[config.mk]
export PLATFORM = sky130hd
export DESIGN_NAME = dma_chan_ctl
export DESIGN_NICKNAME = d
export VERILOG_FILES = /design/src/rtl/dmacc_pkg.sv /design/src/rtl/dmacc_decode.sv /design/src/rtl/dmacc_chan.sv /design/src/rtl/dmacc_readback.sv /design/src/rtl/dma_chan_ctl.sv
export SDC_FILE = /design/constraint.sdc
export NUM_CORES = 1
export LEC_CHECK = 0
export BUFFER_PORTS_ARGS = -buffer_cell sky130_fd_sc_hd__buf_4
export CORE_ASPECT_RATIO = 0.75
export CORE_MARGIN = 1
export CORE_UTILIZATION = 55
export CTS_CLUSTER_DIAMETER = 60
export DETAILED_ROUTE_END_ITERATION = 10
export PLACE_DENSITY = 0.95
export SLEW_MARGIN = 40
export SYNTH_ARGS = -nofsm -noshare
export SYNTH_HDL_FRONTEND = slang
export SYNTH_SLANG_ARGS = --single-unit
[constraint.sdc]
create_clock -name clk -period 4 [get_ports clk]
set_clock_uncertainty 0.1 [all_clocks]
set_input_delay 0 -clock clk [delete_from_list [all_inputs] [get_ports clk]]
set_output_delay 0 -clock clk [all_outputs]
set_load 0.01 [all_outputs]
[src/rtl/dmacc_pkg.sv]
`timescale 1ns/1ps
package dmacc_pkg;

   localparam int S_RUN    = 15;
   localparam int S_PAUSE  = 14;
   localparam int S_FLUSH  = 13;
   localparam int S_WAKE   = 12;
   localparam int S_DEAD   = 11;
   localparam int S_ACTIVE = 10;
   localparam int S_BT     = 8;

   localparam int IX_CTL   = 0;
   localparam int IX_STAT  = 1;
   localparam int IX_PTR   = 3;
   localparam int IX_SEL0  = 4;
   localparam int NUM_SEL  = 3;

   typedef struct packed {
      logic run;
      logic pause;
      logic flush;
      logic wake;
      logic dead;
      logic active;
      logic bt;
   } chst_t;

   // masked update of the control bits; ACTIVE re-derived by priority
   function automatic chst_t ctl_apply(chst_t s, logic [15:0] m, logic [15:0] v);
      chst_t r;
      r = s;
      if (m[S_RUN]) begin
         r.run = v[S_RUN];
         if (!v[S_RUN]) r.dead = 1'b0;
      end
      if (m[S_WAKE] && v[S_WAKE] && r.run) r.wake = 1'b1;
      if (m[S_PAUSE]) r.pause = v[S_PAUSE];
      if (r.pause || !r.run)
         r.active = 1'b0;
      else if (m[S_RUN] || m[S_PAUSE] || (m[S_WAKE] && v[S_WAKE]))
         r.active = 1'b1;
      r.flush = 1'b0;
      return r;
   endfunction

   function automatic logic flush_needed(chst_t r, logic [15:0] m, logic [15:0] v);
      return (m[S_FLUSH] && v[S_FLUSH]) || r.pause || !r.run;
   endfunction

endpackage

[src/rtl/dmacc_decode.sv]
`timescale 1ns/1ps
module dmacc_decode #(
   parameter int NCH      = 2,
   parameter int ADDR_W   = 12,
   parameter int CH_SHIFT = 8,
   localparam int CH_W    = ADDR_W - CH_SHIFT,
   localparam int IX_W    = CH_SHIFT - 2
) (
   input  logic              clk,
   input  logic              rst_n,
   input  logic              valid,
   input  logic              ready,
   input  logic              write,
   input  logic [ADDR_W-1:0] addr,
   input  logic [3:0]        be,
   output logic              rd_acc,
   output logic              legal,
   output logic [NCH-1:0]    ch_oh,
   output logic [NCH-1:0]    wr_oh,
   output logic [IX_W-1:0]   ix
);

   logic [CH_W-1:0] ch_idx;
   logic            acc;

   assign ch_idx = addr[ADDR_W-1:CH_SHIFT];
   assign ix     = addr[CH_SHIFT-1:2];
   assign acc    = valid && ready;
   assign legal  = (be == 4'hF) && (addr[1:0] == 2'b00) && (int'(ch_idx) < NCH);
   assign rd_acc = acc && !write;

   for (genvar c = 0; c < NCH; c++) begin : g_sel
      assign ch_oh[c] = legal && (int'(ch_idx) == c);
      assign wr_oh[c] = acc && write && ch_oh[c];
   end


   one_chan_chk: assert property (@(posedge clk) disable iff (!rst_n) $onehot0(ch_oh));

endmodule

[src/rtl/dmacc_chan.sv]
`timescale 1ns/1ps
module dmacc_chan
   import dmacc_pkg::*;
#(
   parameter int IX_W  = 6,
   parameter int DEV_W = 4,
   parameter int SEL_W = 4,
   localparam int SF   = 2 * SEL_W
) (
   input  logic                       clk,
   input  logic                       rst_n,
   input  logic                       wr_en,
   input  logic [IX_W-1:0]            ix,
   input  logic [31:0]                wdata,
   input  logic [DEV_W-1:0]           dev,
   input  logic                       seq_dead,
   input  logic                       seq_stop,
   input  logic                       seq_bt_set,
   input  logic                       seq_bt_clr,
   input  logic                       seq_fetched,
   input  logic                       flush_ack,
   output logic                       flush_req,
   output logic                       kick,
   output logic                       fetch,
   output logic [31:0]                ptr,
   output logic [15:0]                status,
   output logic [NUM_SEL*SF-1:0]      sel_o,
   output logic [31:0]                rd_word
);

   chst_t       st_q, st_n, st_wr, st_com;
   logic        pend_q;
   logic [15:0] pm_q, pv_q;
   logic [27:0] ptr_q;
   logic        kick_q, fetch_q;
   logic        wr_ctl, wr_ptr, commit, need_fl, kick_n;

   assign wr_ctl = wr_en && (ix == IX_W'(IX_CTL));
   assign wr_ptr = wr_en && (ix == IX_W'(IX_PTR)) && !st_q.active;
   assign commit = pend_q && flush_ack;

   always_comb begin
      st_wr   = ctl_apply(st_q, wdata[31:16], wdata[15:0]);
      st_com  = ctl_apply(st_q, pm_q, pv_q);
      need_fl = flush_needed(st_wr, wdata[31:16], wdata[15:0]);
      st_n    = st_q;
      if (commit)
         st_n = st_com;
      else if (wr_ctl && !need_fl)
         st_n = st_wr;
      else if (wr_ctl && wdata[16+S_FLUSH] && wdata[S_FLUSH])
         st_n.flush = 1'b1;
      // sequencer events act on top of the control result
      if (seq_fetched) st_n.wake = 1'b0;
      if (seq_bt_set)
         st_n.bt = 1'b1;
      else if (seq_bt_clr)
         st_n.bt = 1'b0;
      if (seq_dead) begin
         st_n.dead   = 1'b1;
         st_n.active = 1'b0;
      end
      if (seq_stop) st_n.active = 1'b0;
      kick_n = (commit || (wr_ctl && !need_fl)) && st_n.active;
   end

   always_ff @(posedge clk or negedge rst_n) begin
      if (!rst_n) begin
         st_q    <= '0;
         pend_q  <= 1'b0;
         pm_q    <= '0;
         pv_q    <= '0;
         ptr_q   <= '0;
         kick_q  <= 1'b0;
         fetch_q <= 1'b0;
      end else begin
         st_q    <= st_n;
         kick_q  <= kick_n;
         fetch_q <= wr_ptr;
         if (commit)
            pend_q <= 1'b0;
         else if (wr_ctl && need_fl) begin
            pend_q <= 1'b1;
            pm_q   <= wdata[31:16];
            pv_q   <= wdata[15:0];
         end
         if (wr_ptr) ptr_q <= wdata[31:4];
      end
   end

   for (genvar k = 0; k < NUM_SEL; k++) begin : g_csel
      logic [SF-1:0] r;
      always_ff @(posedge clk or negedge rst_n) begin
         if (!rst_n)
            r <= '0;
         else if (wr_en && (ix == IX_W'(IX_SEL0 + k)))
            r <= {wdata[16 +: SEL_W], wdata[0 +: SEL_W]};
      end
      assign sel_o[k*SF +: SF] = r;
   end

   assign status    = {st_q.run, st_q.pause, st_q.flush, st_q.wake, st_q.dead,
                       st_q.active, 1'b0, st_q.bt, 8'(dev)};
   assign ptr       = {ptr_q, 4'h0};
   assign flush_req = pend_q;
   assign kick      = kick_q;
   assign fetch     = fetch_q;

   always_comb begin
      rd_word = '0;
      if (ix == IX_W'(IX_CTL) || ix == IX_W'(IX_STAT))
         rd_word = {16'h0, status};
      else if (ix == IX_W'(IX_PTR))
         rd_word = ptr;
      else
         for (int k = 0; k < NUM_SEL; k++)
            if (ix == IX_W'(IX_SEL0 + k)) begin
               rd_word[16 +: SEL_W] = sel_o[k*SF + SEL_W +: SEL_W];
               rd_word[0 +: SEL_W]  = sel_o[k*SF +: SEL_W];
            end
   end


   ptr_lock_chk: assert property (@(posedge clk) disable iff (!rst_n)
      (st_q.active && wr_en && ix == IX_W'(IX_PTR)) |=> $stable(ptr));

   flush_vis_chk: assert property (@(posedge clk) disable iff (!rst_n)
      st_q.flush |-> pend_q);

   active_run_chk: assert property (@(posedge clk) disable iff (!rst_n)
      st_q.active |-> (st_q.run && !st_q.pause));

   kick_src_chk: assert property (@(posedge clk) disable iff (!rst_n)
      kick_q |-> $past(commit || (wr_ctl && !need_fl)));

endmodule

[src/rtl/dmacc_readback.sv]
`timescale 1ns/1ps
module dmacc_readback #(
   parameter int NCH = 2
) (
   input  logic              clk,
   input  logic              rst_n,
   input  logic              rd_acc,
   input  logic              legal,
   input  logic [NCH-1:0]    ch_oh,
   input  logic [NCH*32-1:0] words,
   output logic              rd_valid,
   output logic [31:0]       rd_data
);

   logic [31:0] pick;

   always_comb begin
      pick = '0;
      for (int c = 0; c < NCH; c++)
         if (ch_oh[c]) pick = words[c*32 +: 32];
   end

   always_ff @(posedge clk or negedge rst_n) begin
      if (!rst_n) begin
         rd_valid <= 1'b0;
         rd_data  <= '0;
      end else begin
         rd_valid <= rd_acc;
         rd_data  <= (rd_acc && legal) ? pick : 32'h0;
      end
   end

endmodule

[src/rtl/dma_chan_ctl.sv]
`timescale 1ns/1ps
module dma_chan_ctl #(
   parameter int NCH      = 2,
   parameter int ADDR_W   = 12,
   parameter int CH_SHIFT = 8,
   parameter int DEV_W    = 4,
   parameter int SEL_W    = 4,
   localparam int IX_W    = CH_SHIFT - 2,
   localparam int SELS_W  = 6 * SEL_W
) (
   input  logic                    clk,
   input  logic                    rst_n,
   input  logic                    bus_valid,
   input  logic                    bus_write,
   input  logic [ADDR_W-1:0]       bus_addr,
   input  logic [3:0]              bus_be,
   input  logic [31:0]             bus_wdata,
   output logic                    bus_ready,
   output logic                    rd_valid,
   output logic [31:0]             rd_data,
   output logic [NCH-1:0]          flush_req,
   input  logic [NCH-1:0]          flush_ack,
   output logic [NCH-1:0]          kick,
   output logic [NCH-1:0]          fetch,
   output logic [NCH*32-1:0]       cmd_ptr,
   output logic [NCH*16-1:0]       chan_status,
   output logic [NCH*SELS_W-1:0]   cond_sel,
   input  logic [NCH*DEV_W-1:0]    dev_stat,
   input  logic [NCH-1:0]          seq_dead,
   input  logic [NCH-1:0]          seq_stop,
   input  logic [NCH-1:0]          seq_bt_set,
   input  logic [NCH-1:0]          seq_bt_clr,
   input  logic [NCH-1:0]          seq_fetched
);

   if (CH_SHIFT < 5 || CH_SHIFT >= ADDR_W) begin : g_bad_shift
      $error("CH_SHIFT must leave room for 8 words and a channel field");
   end
   if ((1 << (ADDR_W - CH_SHIFT)) < NCH) begin : g_bad_nch
      $error("channel field too narrow for NCH");
   end
   if (DEV_W < 1 || DEV_W > 8 || SEL_W < 1 || SEL_W > 16) begin : g_bad_fields
      $error("DEV_W must be 1..8 and SEL_W 1..16");
   end

   logic              rd_acc, legal;
   logic [NCH-1:0]    ch_oh, wr_oh;
   logic [IX_W-1:0]   ix;
   logic [NCH*32-1:0] words;

   assign bus_ready = ~|flush_req;

   dmacc_decode #(.NCH(NCH), .ADDR_W(ADDR_W), .CH_SHIFT(CH_SHIFT)) u_dec (
      .clk(clk), .rst_n(rst_n), .valid(bus_valid), .ready(bus_ready),
      .write(bus_write), .addr(bus_addr), .be(bus_be), .rd_acc(rd_acc),
      .legal(legal), .ch_oh(ch_oh), .wr_oh(wr_oh), .ix(ix));

   for (genvar c = 0; c < NCH; c++) begin : g_ch
      dmacc_chan #(.IX_W(IX_W), .DEV_W(DEV_W), .SEL_W(SEL_W)) u_ch (
         .clk(clk), .rst_n(rst_n), .wr_en(wr_oh[c]), .ix(ix), .wdata(bus_wdata),
         .dev(dev_stat[c*DEV_W +: DEV_W]), .seq_dead(seq_dead[c]),
         .seq_stop(seq_stop[c]), .seq_bt_set(seq_bt_set[c]),
         .seq_bt_clr(seq_bt_clr[c]), .seq_fetched(seq_fetched[c]),
         .flush_ack(flush_ack[c]), .flush_req(flush_req[c]), .kick(kick[c]),
         .fetch(fetch[c]), .ptr(cmd_ptr[c*32 +: 32]),
         .status(chan_status[c*16 +: 16]), .sel_o(cond_sel[c*SELS_W +: SELS_W]),
         .rd_word(words[c*32 +: 32]));
   end

   dmacc_readback #(.NCH(NCH)) u_rb (
      .clk(clk), .rst_n(rst_n), .rd_acc(rd_acc), .legal(legal), .ch_oh(ch_oh),
      .words(words), .rd_valid(rd_valid), .rd_data(rd_data));


   stall_chk: assert property (@(posedge clk) disable iff (!rst_n)
      (|flush_req) |-> !bus_ready);

   rd_latency_chk: assert property (@(posedge clk) disable iff (!rst_n)
      (bus_valid && bus_ready && !bus_write) |=> rd_valid);

endmodule

==> results of run 1 <==
==> state kept, by name, summed over array words and instances (netlist names) <==
signal	cells
g_ch.u_ch.fetch	2
g_ch.u_ch.flush_req	2
g_ch.u_ch.g_csel.r	48
g_ch.u_ch.kick	2
g_ch.u_ch.pm_q	6
g_ch.u_ch.ptr_q	56
g_ch.u_ch.pv_q	6
g_ch.u_ch.status	14
u_rb.rd_data	32
u_rb.rd_valid	1
==> final timing paths <==
check                                            start                          end  slack (ns)  depth (start not counted)
worst max-delay path            g_ch[1].u_ch.flush_req              u_rb.rd_data[1]        0.88                          4
worst min-delay path                       bus_addr[4]             u_rb.rd_data[10]        0.05                          4
worst max register to register  g_ch[1].u_ch.flush_req              u_rb.rd_data[1]        0.88                          4
worst min register to register  g_ch[1].u_ch.ptr_q[14]       g_ch[1].u_ch.ptr_q[14]        0.43                          1
max in group asynchronous                        rst_n        g_ch[1].u_ch.ptr_q[7]        2.68                          3
min in group asynchronous                        rst_n  g_ch[0].u_ch.g_csel[0].r[7]        0.09                          2
==> cells in the final DEF, fill, tap and decap left out, types with 3 or more instances in the layout <==
cell type                       Yosys  routed
sky130_fd_sc_hd__nor2_1            30      30
sky130_fd_sc_hd__bufinv_16          0       4
sky130_fd_sc_hd__nand2_1           13      13
sky130_fd_sc_hd__inv_6              0       5
sky130_fd_sc_hd__inv_1              7       7
sky130_fd_sc_hd__nand3_1           16      16
sky130_fd_sc_hd__a21oi_1           19      19
sky130_fd_sc_hd__o21ai_0           14      14
sky130_fd_sc_hd__a22oi_1           18      18
sky130_fd_sc_hd__nor4_4             0       3
sky130_fd_sc_hd__nand4_1            4       4
sky130_fd_sc_hd__a21boi_0          10      10
sky130_fd_sc_hd__nand2b_1           6       6
sky130_fd_sc_hd__mux2_4             9       9
sky130_fd_sc_hd__dfrtp_1          169     169
sky130_fd_sc_hd__o31ai_1            4       4
sky130_fd_sc_hd__mux2i_1           15      15
sky130_fd_sc_hd__and2_1             8       8
sky130_fd_sc_hd__nor2b_1            6       6
sky130_fd_sc_hd__mux2_2           118     118
sky130_fd_sc_hd__conb_1             1      18
sky130_fd_sc_hd__buf_4             34     245
sky130_fd_sc_hd__a221oi_1           8       8
sky130_fd_sc_hd__o2bb2ai_1          3       3
sky130_fd_sc_hd__a211oi_1           8       8
sky130_fd_sc_hd__a21o_1            11      11
sky130_fd_sc_hd__or2_2              3       3
sky130_fd_sc_hd__and3_1             9       9
sky130_fd_sc_hd__nor4_2             2       3
sky130_fd_sc_hd__clkinvlp_4         0       3
sky130_fd_sc_hd__or4_1              3       3
sky130_fd_sc_hd__nor3_1            10       9
sky130_fd_sc_hd__dlygate4sd3_1      0      63
sky130_fd_sc_hd__clkbuf_16          0      17
==> cells in the mapped netlist, types with 6 or more instances <==
master / count
sky130_fd_sc_hd__clkbuf_1: 21
sky130_fd_sc_hd__nor2b_1: 6
sky130_fd_sc_hd__nand3_1: 16
sky130_fd_sc_hd__dfrtp_1: 169
sky130_fd_sc_hd__a22oi_1: 18
sky130_fd_sc_hd__and3_1: 9
sky130_fd_sc_hd__nand2b_1: 6
sky130_fd_sc_hd__a21oi_1: 19
sky130_fd_sc_hd__a221oi_1: 8
sky130_fd_sc_hd__buf_4: 34
sky130_fd_sc_hd__and2_1: 8
sky130_fd_sc_hd__a21boi_0: 10
sky130_fd_sc_hd__a211oi_1: 8
sky130_fd_sc_hd__mux2_2: 118
sky130_fd_sc_hd__nand2_1: 13
sky130_fd_sc_hd__inv_1: 7
sky130_fd_sc_hd__mux2i_1: 15
sky130_fd_sc_hd__o21ai_0: 14
sky130_fd_sc_hd__a21o_1: 11
sky130_fd_sc_hd__nor2_1: 30
sky130_fd_sc_hd__mux2_4: 9
sky130_fd_sc_hd__nor3_1: 10
==> area by class of cell <==
| cell class | count | area (um^2) | area share, % |
|---|---|---|---|
| clock inverter | 14 | 206 | 1.90 |
| tap | 175 | 219 | 2.02 |
| multi-input combinational | 396 | 3260 | 30.0 |
| sequential | 169 | 4230 | 38.9 |
| clock buffer | 18 | 439 | 4.04 |
| timing repair buffer | 309 | 2480 | 22.9 |
| inverter | 7 | 26.3 | 0.242 |
==> kinds of logic (layout without fill, tap and decap cells) <==
| group | Yosys count | after routing | share of synthesized area [%] |
|---|---|---|---|
| simple gates | 127 | 127 | 9.11 |
| buf+inv | 69 | 348 | 5.23 |
| flops | 169 | 169 | 54.5 |
| other cells | 1 | 18 | 0.0483 |
| mux | 143 | 143 | 21.1 |
| compound gates | 108 | 108 | 10.0 |
==> metal layers <==
layer,vias up,routed length [um],track usage [%]
li1,2791,-,-
met1,3270,9890,43.7
met2,376,11700,55.6
met3,80,1860,7.20
met4,0,845,16.6
met5,-,0,0
==> power by group through the flow <==
stage	clock network, mW	logic, mW	registers [mW]
floorplan	0	0.0716	1.75
global placement	0	0.186	1.74
detailed placement	0	0.193	1.74
CTS	1.82	0.239	1.71
global route	1.89	0.261	1.71
finish	1.81	0.245	1.71
==> metrics by stage <==
stage	total power, mW	util [%]	std cells
final	3.77	79.0	1088
after global routing	3.87	79.0	1088
after CTS	3.77	78.9	1088
after detailed placement	1.94	69.7	993
after global placement	1.93	69.4	993
after floorplan	1.82	-	634
==> tightest hold or removal path, stage by stage <==
cell and delay (ns):
sky130_fd_sc_hd__buf_4 0.10, sky130_fd_sc_hd__nor4_2 0.04, sky130_fd_sc_hd__buf_4 0.18, sky130_fd_sc_hd__and4b_1 0.20
==> results, run 1 <==
- The H-tree was split into 4 levels.
- The cell with the largest stage delay on the worst path is sky130_fd_sc_hd__or4_1.
- The first-pass GRT wire length is around 38 mm.
- The die covers between 10,000 and 15,000 um^2.
- Summed over all failing endpoints, the final setup total negative slack is 0 ns.
- The clock latency at the later pin of the worst-skew pair is between 0.4 and 0.5 ns.
- The path type of the worst setup path is reg -> reg.
- The synthesized cell area is slightly below 8000 um^2.
- The highest attainable clock frequency is between 300 and 400 MHz.
- Counting distinct cell types in the post-synthesis netlist gives between 50 and 60.
- The setup fix buffers added after clock tree synthesis is 0.
- The number of antenna diodes in the final layout is 0.
- The region available for standard cell placement spans ~14,000 um^2.
- The number of buffer and inverter stages on the critical path is 1.
- The number of I/O pins is 256.
- The placed instances occupy a cell area of 9580 um^2.
- The peak fanout along the critical path is 13.
- The count of flip-flops with a built-in enable after synthesis is 0.
- The part of the power in registers is about 45%.
- Detailed placement ended at an HPWL of roughly 16 mm.
- Of the cells placed in the final design, the portion with a size suffix greater than 1 is 46.2%.
- The internal portion of the total power is about 2.9 mW.
- Entering global routing, the biggest net connects 100 pins.
- The post-layout net count is 972.
- Post-CTS repair changed the size of 0 cells.
- The proportion of synthesized flip-flops having asynchronous set or reset is 100%.
- The worst path in the final design needs a cycle of 3.12 ns, including I/O delays and setup.
- The total count of hold-check failures in the final report is 0.
- The setup violation total in the final timing report is 0.
- STA classifies the critical path endpoint as a flop.
- The cell type with the largest total area after synthesis is sky130_fd_sc_hd__dfrtp_1.
- The CTS tree is yes.
- For this design, the sink count on the clock tree is 169.
- The final antenna-violating net count is 0.
- The global router's overall resource usage is between 30% and 40%.
- Per report_power, the clock group accounts for about 48% of the total.
- After clock tree synthesis, the flow added hold-fix buffers numbering 63.
- The synthesis-to-layout area growth is 40.0%.
- In this run the core area contains 37 standard-cell rows.
- The design area is approximately 11,000 um^2.
- The hold slack is 0.0544 ns.
- Timing analysis after detailed placement gives a worst setup slack of roughly 1.1 ns.
- The gate family responsible for the most delay along the worst path is simple AND/OR/NAND/NOR gates.
- The number of buffers added by the clock tree synthesis step is 17.
- The starting utilization of the core area is 56.4%.
- The longest clock path from root to sink contains 2 buffers.
- The run finished, with violations left.
- The worst slew margin relative to its limit is between 40% and 50%.
- Of the post-synthesis cell area, the dominant cell type holds ~55%.
- IR analysis of the VDD net gives a maximum drop of around 0.31 mV.
- In the final routed layout, each cell accounts on average for roughly 22 um.
- The mean number of vias per cell is 5.99.
- The standby leakage power is roughly 5.5 nW.
- The cell at the root of the clock tree is sky130_fd_sc_hd__clkbuf_16.
- Combinational logic burns 6.5% of the power.
- Among all flip-flop cells after synthesis, the most frequent one is sky130_fd_sc_hd__dfrtp_1.
- For the worst setup path, the data arrival time is ~3.4 ns.
- The overall overflow remaining after global route is 0.
- Of the total power, the share spent switching nets is a little under a quarter.
- The number of register bits inferred by synthesis is approximately 170.
- The number of max-slew violations in the final report is 0.
- For the worst setup path, the data required time is approximately 4.3 ns.
- Sorting the synthesized cells by area gives the leading types as sky130_fd_sc_hd__dfrtp_1 55%, sky130_fd_sc_hd__mux2_2 17%, sky130_fd_sc_hd__buf_4 3.3%.
- The switching power is about 0.87 mW.
- The worst setup path is launched from a flop.
- The power density relative to cell area is ~350 nW/um^2.
- The path type of the worst min-delay path is in -> reg.
- For this run, the number of Yosys warnings is 0.
- Summed over all layers, the routed wires come to roughly 24 mm.
- The overall die height is between 100 and 150 um.
- For this run, the slowest stage of the critical path takes roughly 0.83 ns.
- The final reports fail on DRC.
- Walking the worst path, the cells encountered are or4b_2 -> or4_1 -> a221oi_1 -> dlygate4sd3_1.
- The actual transition at the worst max-transition pin is about 0.87 ns.
- The reported max-cap violation count is 0.
- The quantity of I/O buffers inserted on ports is between 200 and 250.
- The total via count in the routed design is ~6,500.
- Clock-pin slew was measured on the worst setup and hold paths at 0.07 ns.
- Setup repair after global routing left no endpoint under its margin.
- Averaged over all synthesized cells, the footprint is 12.6 um^2.
- The synthesized instance count is 617.
- After detailed routing, the number of remaining DRC violations is 18.
- The share of the clock period used by the worst path is 78.0%.
- The congestion estimate from routability-driven global placement came to approximately 0.85.
- The via count of the first global-routing pass is 6,741.
- In the post-route analysis, the smallest setup slack over all paths is between 0.8 and 0.9 ns.
- From left edge to right edge, the die measures roughly 140 um.
- For this run, the register share of the synthesized area comes to approximately 55%.
- The initial antenna violation count is 0.
- After the first detailed-routing iteration, the DRC count stood at 530.
- The total of fill cells in the finished design is 763.
- The number of optimization iterations in the first detailed-route pass is 9.
No activity file was read; power rests on OpenSTA's default activity.
==> run 2, diff against run 1 <==
Settings changed: CORE_UTILIZATION 55 to 51, PLACE_DENSITY 0.95 to 0.89.
Clock period 4 ns to 2.9 ns, I/O delays scaled along.
==> run 2 against run 1 <==
The flow now finishes without violations. Clock power grew 27%. Cell area is 0.83% higher. Global-route usage shrank 2.5 points. Combinational power increased by 40%. Largest cell class unchanged. Largest power group is now registers.
==> results, run 2 (same netlist as run 1, synthesis figures left out) <==
- The hold slack is 0.0328 ns (was 0.0544 ns).
- The share of the clock period used by the worst path is 93.9% (was 78.0%).
- The power density relative to cell area came to 456 nW/um^2 (was 347 nW/um^2).
- The total core area is 14,600 um^2 (was 13,700 um^2).
- The TritonCTS sink count is 169 (unchanged).
- The detailed-route DRC error count is 0 (was 18).
- The violation count after the first detailed-routing iteration is 507 (was 530).
- The CTS tree is yes (unchanged).
- The data arrival time of the critical path is 2.97 ns (was 3.38 ns).
- The clock latency at the later pin of the worst-skew pair is 0.42 ns (was 0.43 ns).
- The number of buffers between clock root and the deepest sink was 2 (unchanged).
- The most flop-heavy register is g_ch.u_ch.ptr_q (unchanged).
- The wire length per cell was 21.1 um (was 22.3 um).
- The full die area was 15,700 um^2 (was 14,600 um^2).
- The post-layout net count is 990 (was 972).
- The final setup TNS is 0 ns (unchanged).
- The total detailed-routing wirelength is 23.9 mm (was 24.3 mm).
- The reported max-cap violation count was 0 (unchanged).
- The standby leakage power is 5.55 nW (was 5.53 nW).
- The die outline width came to 144 um (was 139 um).
- The kind of start point of the critical path is a flop (unchanged).
- The number of max-slew violations in the final report came to 0 (unchanged).
- The post-layout utilization of the core is 74.8% (was 79.0%).
- The global router's overall resource usage came to 31.6% (was 34.1%).
- The first-pass GRT wire length is 36.6 mm (was 37.6 mm).
- The most frequent standard cell in the layout excluding fill and tap cells is sky130_fd_sc_hd__buf_4 (unchanged).
- The overall overflow remaining after global route came to 0 (unchanged).
- The setup fix buffers added after clock tree synthesis is 0 (unchanged).
- The number of standard cells in the layout, taps in and fillers out is 1,132 (was 1,088).
- The path type of the worst min-delay path is in -> reg (unchanged).
- The path type of the worst setup path is reg -> reg (unchanged).
- The start point of the critical path was g_ch[0].u_ch.flush_req (was g_ch[1].u_ch.flush_req).
- The number of flip-flops under the largest register name is 56 (unchanged).
- The via count of the first global-routing pass is 6,616 (was 6,741).
- The clock-pin slew on the worst setup and hold paths is 0.07 ns (about the same).
- The cell at the root of the clock tree is sky130_fd_sc_hd__clkbuf_16 (unchanged).
- The placed wire-length estimate after detailed placement was 16.0 mm (was 15.8 mm).
- The kind of capture point of the worst setup path is a flop (unchanged).
- The required time of the critical path came to 3.15 ns (was 4.26 ns).
- The worst setup slack for register-to-register paths came to 0.18 ns (was 0.88 ns).
- The total via count in the routed design was 6,500 (was 6,517).
- The worst voltage drop across the vdd grid is 0.387 mV (was 0.314 mV).
- The mean number of vias per cell was 5.74 (was 5.99).
- The final antenna-violating net count was 0 (unchanged).
- The routability congestion estimate from global placement is 0.829 (was 0.853).
- The total of fill cells in the finished design is 917 (was 763).
- The number of I/O pins is 256 (unchanged).
- Run status: complete, no violations (was finished with violations).
- The maximum number of pins on one net before global-route repair is 99 (was 100).
- The hold-fix buffer count after cts is 65 (was 63).
- CP Cell Sequence: buf_4 -> nand4bb_1 -> nor4_1 -> nand4_1 -> o31ai_1 -> dlygate4sd3_1 (was or4b_2 -> or4_1 -> a221oi_1 -> dlygate4sd3_1).
- The minimum period implied by the final worst setup slack is 2.72 ns (was 3.12 ns).
- The hold-critical path endpoint is u_rb.rd_data[10] (unchanged).
- The total placed cells including tap cells was 1,034 (was 993).
- The peak fanout along the critical path is 7 (was 13).
- The synthesis-to-layout area growth is 41.2% (was 40.0%).
- Most frequent cells in the layout: 260 x sky130_fd_sc_hd__buf_4, 169 x sky130_fd_sc_hd__dfrtp_1, 118 x sky130_fd_sc_hd__mux2_2 (was 245 x sky130_fd_sc_hd__buf_4, 169 x sky130_fd_sc_hd__dfrtp_1, 118 x sky130_fd_sc_hd__mux2_2).
- The initial antenna violation count came to 0 (unchanged).
- The number of optimization iterations in the first detailed-route pass is 5 (was 9).
- The end of the worst register-to-register path is g_ch[1].u_ch.status[12] (was u_rb.rd_data[1]).
- The fraction of layout cells with a size suffix above 1 was 47.2% (was 46.2%).
- The worst slew margin relative to its limit was 54.0% (was 41.7%).
- The depth of the CTS H-tree is 4 (unchanged).
- The starting utilization of the core area was 53.0% (was 56.4%).
- The quantity of I/O buffers inserted on ports is 237 (unchanged).
- The hold path startpoint is bus_addr[4] (unchanged).
- RSZ-0062 raised after global routing: no (unchanged).
- The overall die height came to 109 um (was 105 um).
- The cell depth of the worst hold path is 4 (unchanged).
- The number of standard-cell rows in the floorplan was 38 (was 37).
- The source of the worst register-to-register timing path was g_ch[0].u_ch.flush_req (was g_ch[1].u_ch.flush_req).
- The number of buffers added by the clock tree synthesis step was 17 (unchanged).
- The highest attainable clock frequency is 367 MHz (was 321 MHz).
- The worst reg-to-reg path cell count is 6 (was 4).
- The delay of the slowest cell on the worst path is 0.59 ns (was 0.83 ns).
- The actual transition at the worst max-transition pin was 0.689 ns (was 0.868 ns).
- The setup violation total in the final timing report is 0 (unchanged).
- The post-cts gate resize count is 0 (unchanged).
- The total count of hold-check failures in the final report came to 0 (unchanged).
- Registers with the most flip-flops: g_ch.u_ch.ptr_q: 56 flops, g_ch.u_ch.g_csel.r: 48 flops, u_rb.rd_data: 32 flops (unchanged).
- The cell with the largest stage delay on the worst path is sky130_fd_sc_hd__dlygate4sd3_1 (was sky130_fd_sc_hd__or4_1).
==> run 2: cell count changes in the layout (fill, tap and decap cells not counted), sizes merged <==
cell / change
dlygate4sd3: +1
clkinv: +2
buf: +17
bufinv: -2
diode: +1
==> run 2: final cells by class <==
class	instances	area (um^2)	share of cell area (%)
repair buffers	327	2630	24.0
clock inverters	14	158	1.44
inverters	7	26.3	0.240
clock buffers	18	439	4.01
diodes	1	2.50	0.0229
multi-input cells	396	3220	29.4
flip-flops and latches	169	4230	38.6
well taps	200	250	2.29
==> run 2: through the flow <==
stage               worst slack [ns]  instance area [um^2]  power (mW)
global route                   0.145                 10900        5.16
detailed placement             0.270                  9710        2.68
floorplan                      0.318                  7820        2.51
global placement               0.331                  9710        2.67
CTS                            0.287                 11000        5.00
finish                         0.177                 11000        5.00
==> run 2: worst max-delay path: cells and delay by family, from the launching register on <==
family / cells / cell delay [ns]
compound gates: 1 / 0.38
buf+inv: 2 / 0.75
flops: 1 / 0.38
simple gates: 3 / 1.04
==> run 2: how the worst max path moves through the flow <==
stage	end	depth (start not counted)	slack, ns
final	g_ch[1].u_ch.status[12]	6	0.18
after global routing	g_ch[0].u_ch.g_csel[2].r[7]	7	0.15
after CTS	u_rb.rd_data[5]	4	0.29
after detailed placement	g_ch[1].u_ch.ptr_q[3]	7	0.27
after global placement	u_rb.rd_data[5]	4	0.33
after floorplan	u_rb.rd_data[20]	6	0.32
==> run 2: power by group <==
part / internal, mW / switching (mW)
Sequential: 2.36 / 0.00277
Combinational: 0.157 / 0.187
Clock: 1.31 / 0.980
==> run 2: routing by layer <==
| metal | vias up | wire, um | global-route usage (%) |
|---|---|---|---|
| met5 | - | 0 | 1.97 |
| met4 | 0 | 483 | 9.92 |
| met3 | 46 | 1980 | 8.17 |
| met2 | 351 | 11600 | 51.1 |
| met1 | 3287 | 9870 | 41.6 |
| li1 | 2816 | - | - |
==> run 3, diff against run 2 <==
Settings changed: CORE_UTILIZATION 51 to 53, CTS_BUF_LIST set to sky130_fd_sc_hd__clkbuf_4, GPL_TIMING_DRIVEN set to 0, PLACE_DENSITY 0.89 to 0.91, SYNTH_HIERARCHICAL set to 1.
==> run 3 against run 2 <==
Clock power is 35% lower. Non-clock buffer count is 53 higher. Cell count is 10% higher. Power is 15% lower. Critical endpoint is now g_ch[1].u_ch/g_csel[2].r[2]. Routed wire length is 13% higher. Global-route usage is 3.1 points higher. Register-to-register slack worse by 0.09 ns. Die area is 1.7% higher. Via count is 11% higher. First-iteration DRC count is 19% higher. Largest cell class unchanged.
==> results, run 3 <==
- The most frequent standard cell in the layout excluding fill and tap cells is sky130_fd_sc_hd__buf_4 (unchanged).
- The slack of the critical path is 0.0875 ns (was 0.177 ns).
- The synthesized cell area is 8200 um^2 (was 7760 um^2).
- The power density relative to cell area is 369 nW/um^2 (was 456 nW/um^2).
- The TritonCTS sink count is 169 (unchanged).
- The setup violation total in the final timing report was 0 (unchanged).
- Biggest area contributors in the synthesized netlist: sky130_fd_sc_hd__dfrtp_1 52%, sky130_fd_sc_hd__mux2_2 11%, sky130_fd_sc_hd__mux2_1 4.7% (was sky130_fd_sc_hd__dfrtp_1 55%, sky130_fd_sc_hd__mux2_2 17%, sky130_fd_sc_hd__buf_4 3.3%).
- The worst setup slack for register-to-register paths is 0.09 ns (was 0.18 ns).
- The CTS tree is yes (unchanged).
- The synthesis-to-layout area growth is 40.0% (was 41.2%).
- The mean number of vias per cell is 5.80 (was 5.74).
- The total via count in the routed design is 7,246 (was 6,500).
- The cell type with the largest total area after synthesis is sky130_fd_sc_hd__dfrtp_1 (unchanged).
- The global-route met1 utilization was 43.4% (was 41.6%).
- The initial antenna violation count is 1 (was 0).
- RSZ-0062 raised after global routing: no (unchanged).
- The met2 global-route usage is 56.8% (was 51.1%).
- Registers with the most flip-flops: g_ch.u_ch/ptr_q: 56 flops, g_ch.u_ch/g_csel.r: 48 flops, u_rb/rd_data: 32 flops (was g_ch.u_ch.ptr_q: 56 flops, g_ch.u_ch.g_csel.r: 48 flops, u_rb.rd_data: 32 flops).
- The post-layout net count was 1,107 (was 990).
- The hold-critical path endpoint is g_ch[1].u_ch/status[12] (was u_rb.rd_data[10]).
- The most flop-heavy register was g_ch.u_ch/ptr_q (was g_ch.u_ch.ptr_q).
- The full die area is 16,000 um^2 (was 15,700 um^2).
- The starting utilization of the core area is 55.5% (was 53.0%).
- The quantity of I/O buffers inserted on ports is 231 (was 237).
- The actual transition at the worst max-transition pin was 0.761 ns (was 0.689 ns).
- The kind of capture point of the worst setup path is a flop (unchanged).
- The number of optimization iterations in the first detailed-route pass is 5 (unchanged).
- The cell depth of the worst hold path is 3 (was 4).
- The hold path startpoint is seq_fetched[1] (was bus_addr[4]).
- The most heavily used metal layer in global routing is met2 (unchanged).
- The routability congestion estimate from global placement came to 0.875 (was 0.829).
- The global router's overall resource usage is 34.7% (was 31.6%).
- The path type of the worst min-delay path is in -> reg (unchanged).
- The count of flip-flops with a built-in enable after synthesis is 0 (unchanged).
- The number of standard-cell rows in the floorplan is 38 (unchanged).
- Most frequent cells in the layout: 265 x sky130_fd_sc_hd__buf_4, 169 x sky130_fd_sc_hd__dfrtp_1, 80 x sky130_fd_sc_hd__mux2_2 (was 260 x sky130_fd_sc_hd__buf_4, 169 x sky130_fd_sc_hd__dfrtp_1, 118 x sky130_fd_sc_hd__mux2_2).
- The peak fanout along the critical path was 6 (was 7).
- The path type of the worst setup path is reg -> reg (unchanged).
- The synthesized instance count is 689 (was 617).
- The proportion of synthesized flip-flops having asynchronous set or reset was 100% (unchanged).
- The fraction of synthesized cell area taken by the top area cell type is 51.5% (was 54.5%).
- The wire length per cell is 21.7 um (was 21.1 um).
- The maximum number of pins on one net before global-route repair is 70 (was 99).
- The number of I/O pins was 256 (unchanged).
- The overall die height came to 110 um (was 109 um).
- The minimum period implied by the final worst setup slack is 2.81 ns (was 2.72 ns).
- The number of buffers between clock root and the deepest sink was 2 (unchanged).
- The sequential area share after synthesis is 51.5% (was 54.5%).
- The first-pass GRT wire length was 41.4 mm (was 36.6 mm).
- Run status: complete, no violations (unchanged).
- The number of max-slew violations in the final report came to 0 (unchanged).
- The data arrival time of the critical path is 3.16 ns (was 2.97 ns).
- The clock-pin slew on the worst setup and hold paths was 0.16 ns (was 0.07 ns).
- The global routing usage on met3 is 9.88% (was 8.17%).
- The placed wire-length estimate after detailed placement is 18.4 mm (was 16.0 mm).
- The total of warnings raised by yosys is 6 (was 0).
- The cell at the root of the clock tree was sky130_fd_sc_hd__clkbuf_4 (was sky130_fd_sc_hd__clkbuf_16).
- The number of register bits inferred by synthesis is 169 (unchanged).
- The die outline width was 146 um (was 144 um).
- The share of the clock period used by the worst path is 97.0% (was 93.9%).
- Leading post-synthesis cells by instance count: 169 x sky130_fd_sc_hd__dfrtp_1, 80 x sky130_fd_sc_hd__mux2_2, 65 x sky130_fd_sc_hd__nand2_1 (was 169 x sky130_fd_sc_hd__dfrtp_1, 118 x sky130_fd_sc_hd__mux2_2, 34 x sky130_fd_sc_hd__buf_4).
- The worst reg-to-reg path cell count is 6 (unchanged).
- The design area is 11,500 um^2 (was 11,000 um^2).
- The source of the worst register-to-register timing path is g_ch[0].u_ch/flush_req (was g_ch[0].u_ch.flush_req).
- The prevailing post-synth register cell is sky130_fd_sc_hd__dfrtp_1 (unchanged).
- The total detailed-routing wirelength is 27.1 mm (was 23.9 mm).
- The clock latency at the later pin of the worst-skew pair is 0.55 ns (was 0.42 ns).
- The final antenna-violating net count is 0 (unchanged).
- The placement-stage worst setup slack is -0.359 ns (was 0.270 ns).
- The highest attainable clock frequency is 356 MHz (was 367 MHz).
- The most common cell in the synthesized netlist was sky130_fd_sc_hd__dfrtp_1 (unchanged).
- The detailed-route DRC error count was 0 (unchanged).
- The post-place instance area came to 10,300 um^2 (was 9710 um^2).
- The number of unique standard cell types used by synthesis is 45 (was 53).
- The overall overflow remaining after global route was 0 (unchanged).
- The fraction of layout cells with a size suffix above 1 is 40.6% (was 47.2%).
- The worst slew margin relative to its limit is 49.3% (was 54.0%).
- The worst voltage drop across the vdd grid is 0.321 mV (was 0.387 mV).
- The per-instance average area after synthesis came to 11.9 um^2 (was 12.6 um^2).
- The total core area is 14,800 um^2 (was 14,600 um^2).
- The required time of the critical path is 3.25 ns (was 3.15 ns).
- The depth of the CTS H-tree is 4 (unchanged).
- The hold slack is 0.0544 ns (was 0.0328 ns).
- The standby leakage power is 5.78 nW (was 5.55 nW).
- The kind of start point of the critical path was a flop (unchanged).
- The end of the worst register-to-register path is g_ch[1].u_ch/g_csel[2].r[2] (was g_ch[1].u_ch.status[12]).
- The number of buffers added by the clock tree synthesis step is 17 (unchanged).
- The total count of hold-check failures in the final report was 0 (unchanged).
- The violation count after the first detailed-routing iteration came to 601 (was 507).
- The reported max-cap violation count was 0 (unchanged).
- The number of flip-flops under the largest register name came to 56 (unchanged).
- The via count of the first global-routing pass is 7,317 (was 6,616).
-- run 3: worst max-delay path by stage --
stage,depth (start not counted),endpoint,startpoint
2_1_floorplan,7,g_ch[1].u_ch/pm_q[14],g_ch[1].u_ch/flush_req
6_report,6,g_ch[1].u_ch/g_csel[2].r[2],g_ch[0].u_ch/flush_req
4_1_cts,10,u_rb/rd_data[31],bus_addr[4]
5_1_grt,6,g_ch[1].u_ch/g_csel[2].r[5],g_ch[0].u_ch/flush_req
3_3_place_gp,7,g_ch[1].u_ch/pv_q[15],g_ch[0].u_ch/flush_req
3_5_place_dp,7,g_ch[1].u_ch/pm_q[15],g_ch[0].u_ch/flush_req
-- run 3: layout make-up --
class | count | area, um^2
repair buffers | 313 | 2610
flip-flops and latches | 169 | 4230
fillers | 891 | 3300
well taps | 200 | 250
diodes | 1 | 2.50
clock inverters | 14 | 180
plain buffers | 67 | 459
clock buffers | 18 | 135
inverters | 4 | 15.0
multi-input cells | 463 | 3610
-- run 3: repair_timing --
item                                   CTS  global route
setup endpoints to repair               62            21
hold buffers                            79             1
endpoints found under the hold margin  312             1
pin swaps                                0             2
resized for setup                        6             2
gates cloned                             0             0
buffers inserted                         0             0
-- run 3: logic make-up (layout without fill, tap and decap cells) --
family / count (synthesis) / count (layout) / share of synthesized area [%]
mux: 138 / 138 / 18.8
buf+inv: 73 / 416 / 5.87
compound gates: 104 / 104 / 8.88
flops: 169 / 169 / 51.5
other cells: 2 / 19 / 0.0915
simple gates: 203 / 203 / 14.8
-- run 3: per-layer routing --
| layer | vias up | wire [um] |
|---|---|---|
| li1 | 3104 | - |
| met1 | 3570 | 10600 |
| met2 | 487 | 12900 |
| met3 | 85 | 2760 |
| met4 | 0 | 932 |
| met5 | - | 0 |
-- run 3: critical path: stages, from the launching register on --
cell and delay [ns]:
sky130_fd_sc_hd__dfrtp_1 0.52, sky130_fd_sc_hd__nor2_4 0.21, sky130_fd_sc_hd__nand3_1 0.22, sky130_fd_sc_hd__nor4_4 0.40, sky130_fd_sc_hd__nand2_4 0.16, sky130_fd_sc_hd__dlygate4sd3_1 0.74, sky130_fd_sc_hd__mux2_1 0.37
-- run 3: per-stage QoR --
step | setup TNS (ns) | cells | util, % | power, mW
after detailed placement | -7.57 | 1138 | 69.7 | 2.70
after floorplan | 0 | 705 | - | 2.51
final | 0 | 1249 | 77.7 | 4.24
after global routing | 0 | 1249 | 77.7 | 4.37
after CTS | 0 | 1249 | 77.6 | 4.23
after global placement | -5.89 | 1136 | 69.3 | 2.68
-- run 3: report_power, final --
| group | switching [mW] | internal (mW) | leakage, nW | total (mW) |
|---|---|---|---|---|
| Combinational | 0.196 | 0.195 | 3.27 | 0.391 |
| Clock | 0.922 | 0.565 | 0.171 | 1.49 |
| Sequential | 0.00277 | 2.36 | 2.34 | 2.36 |
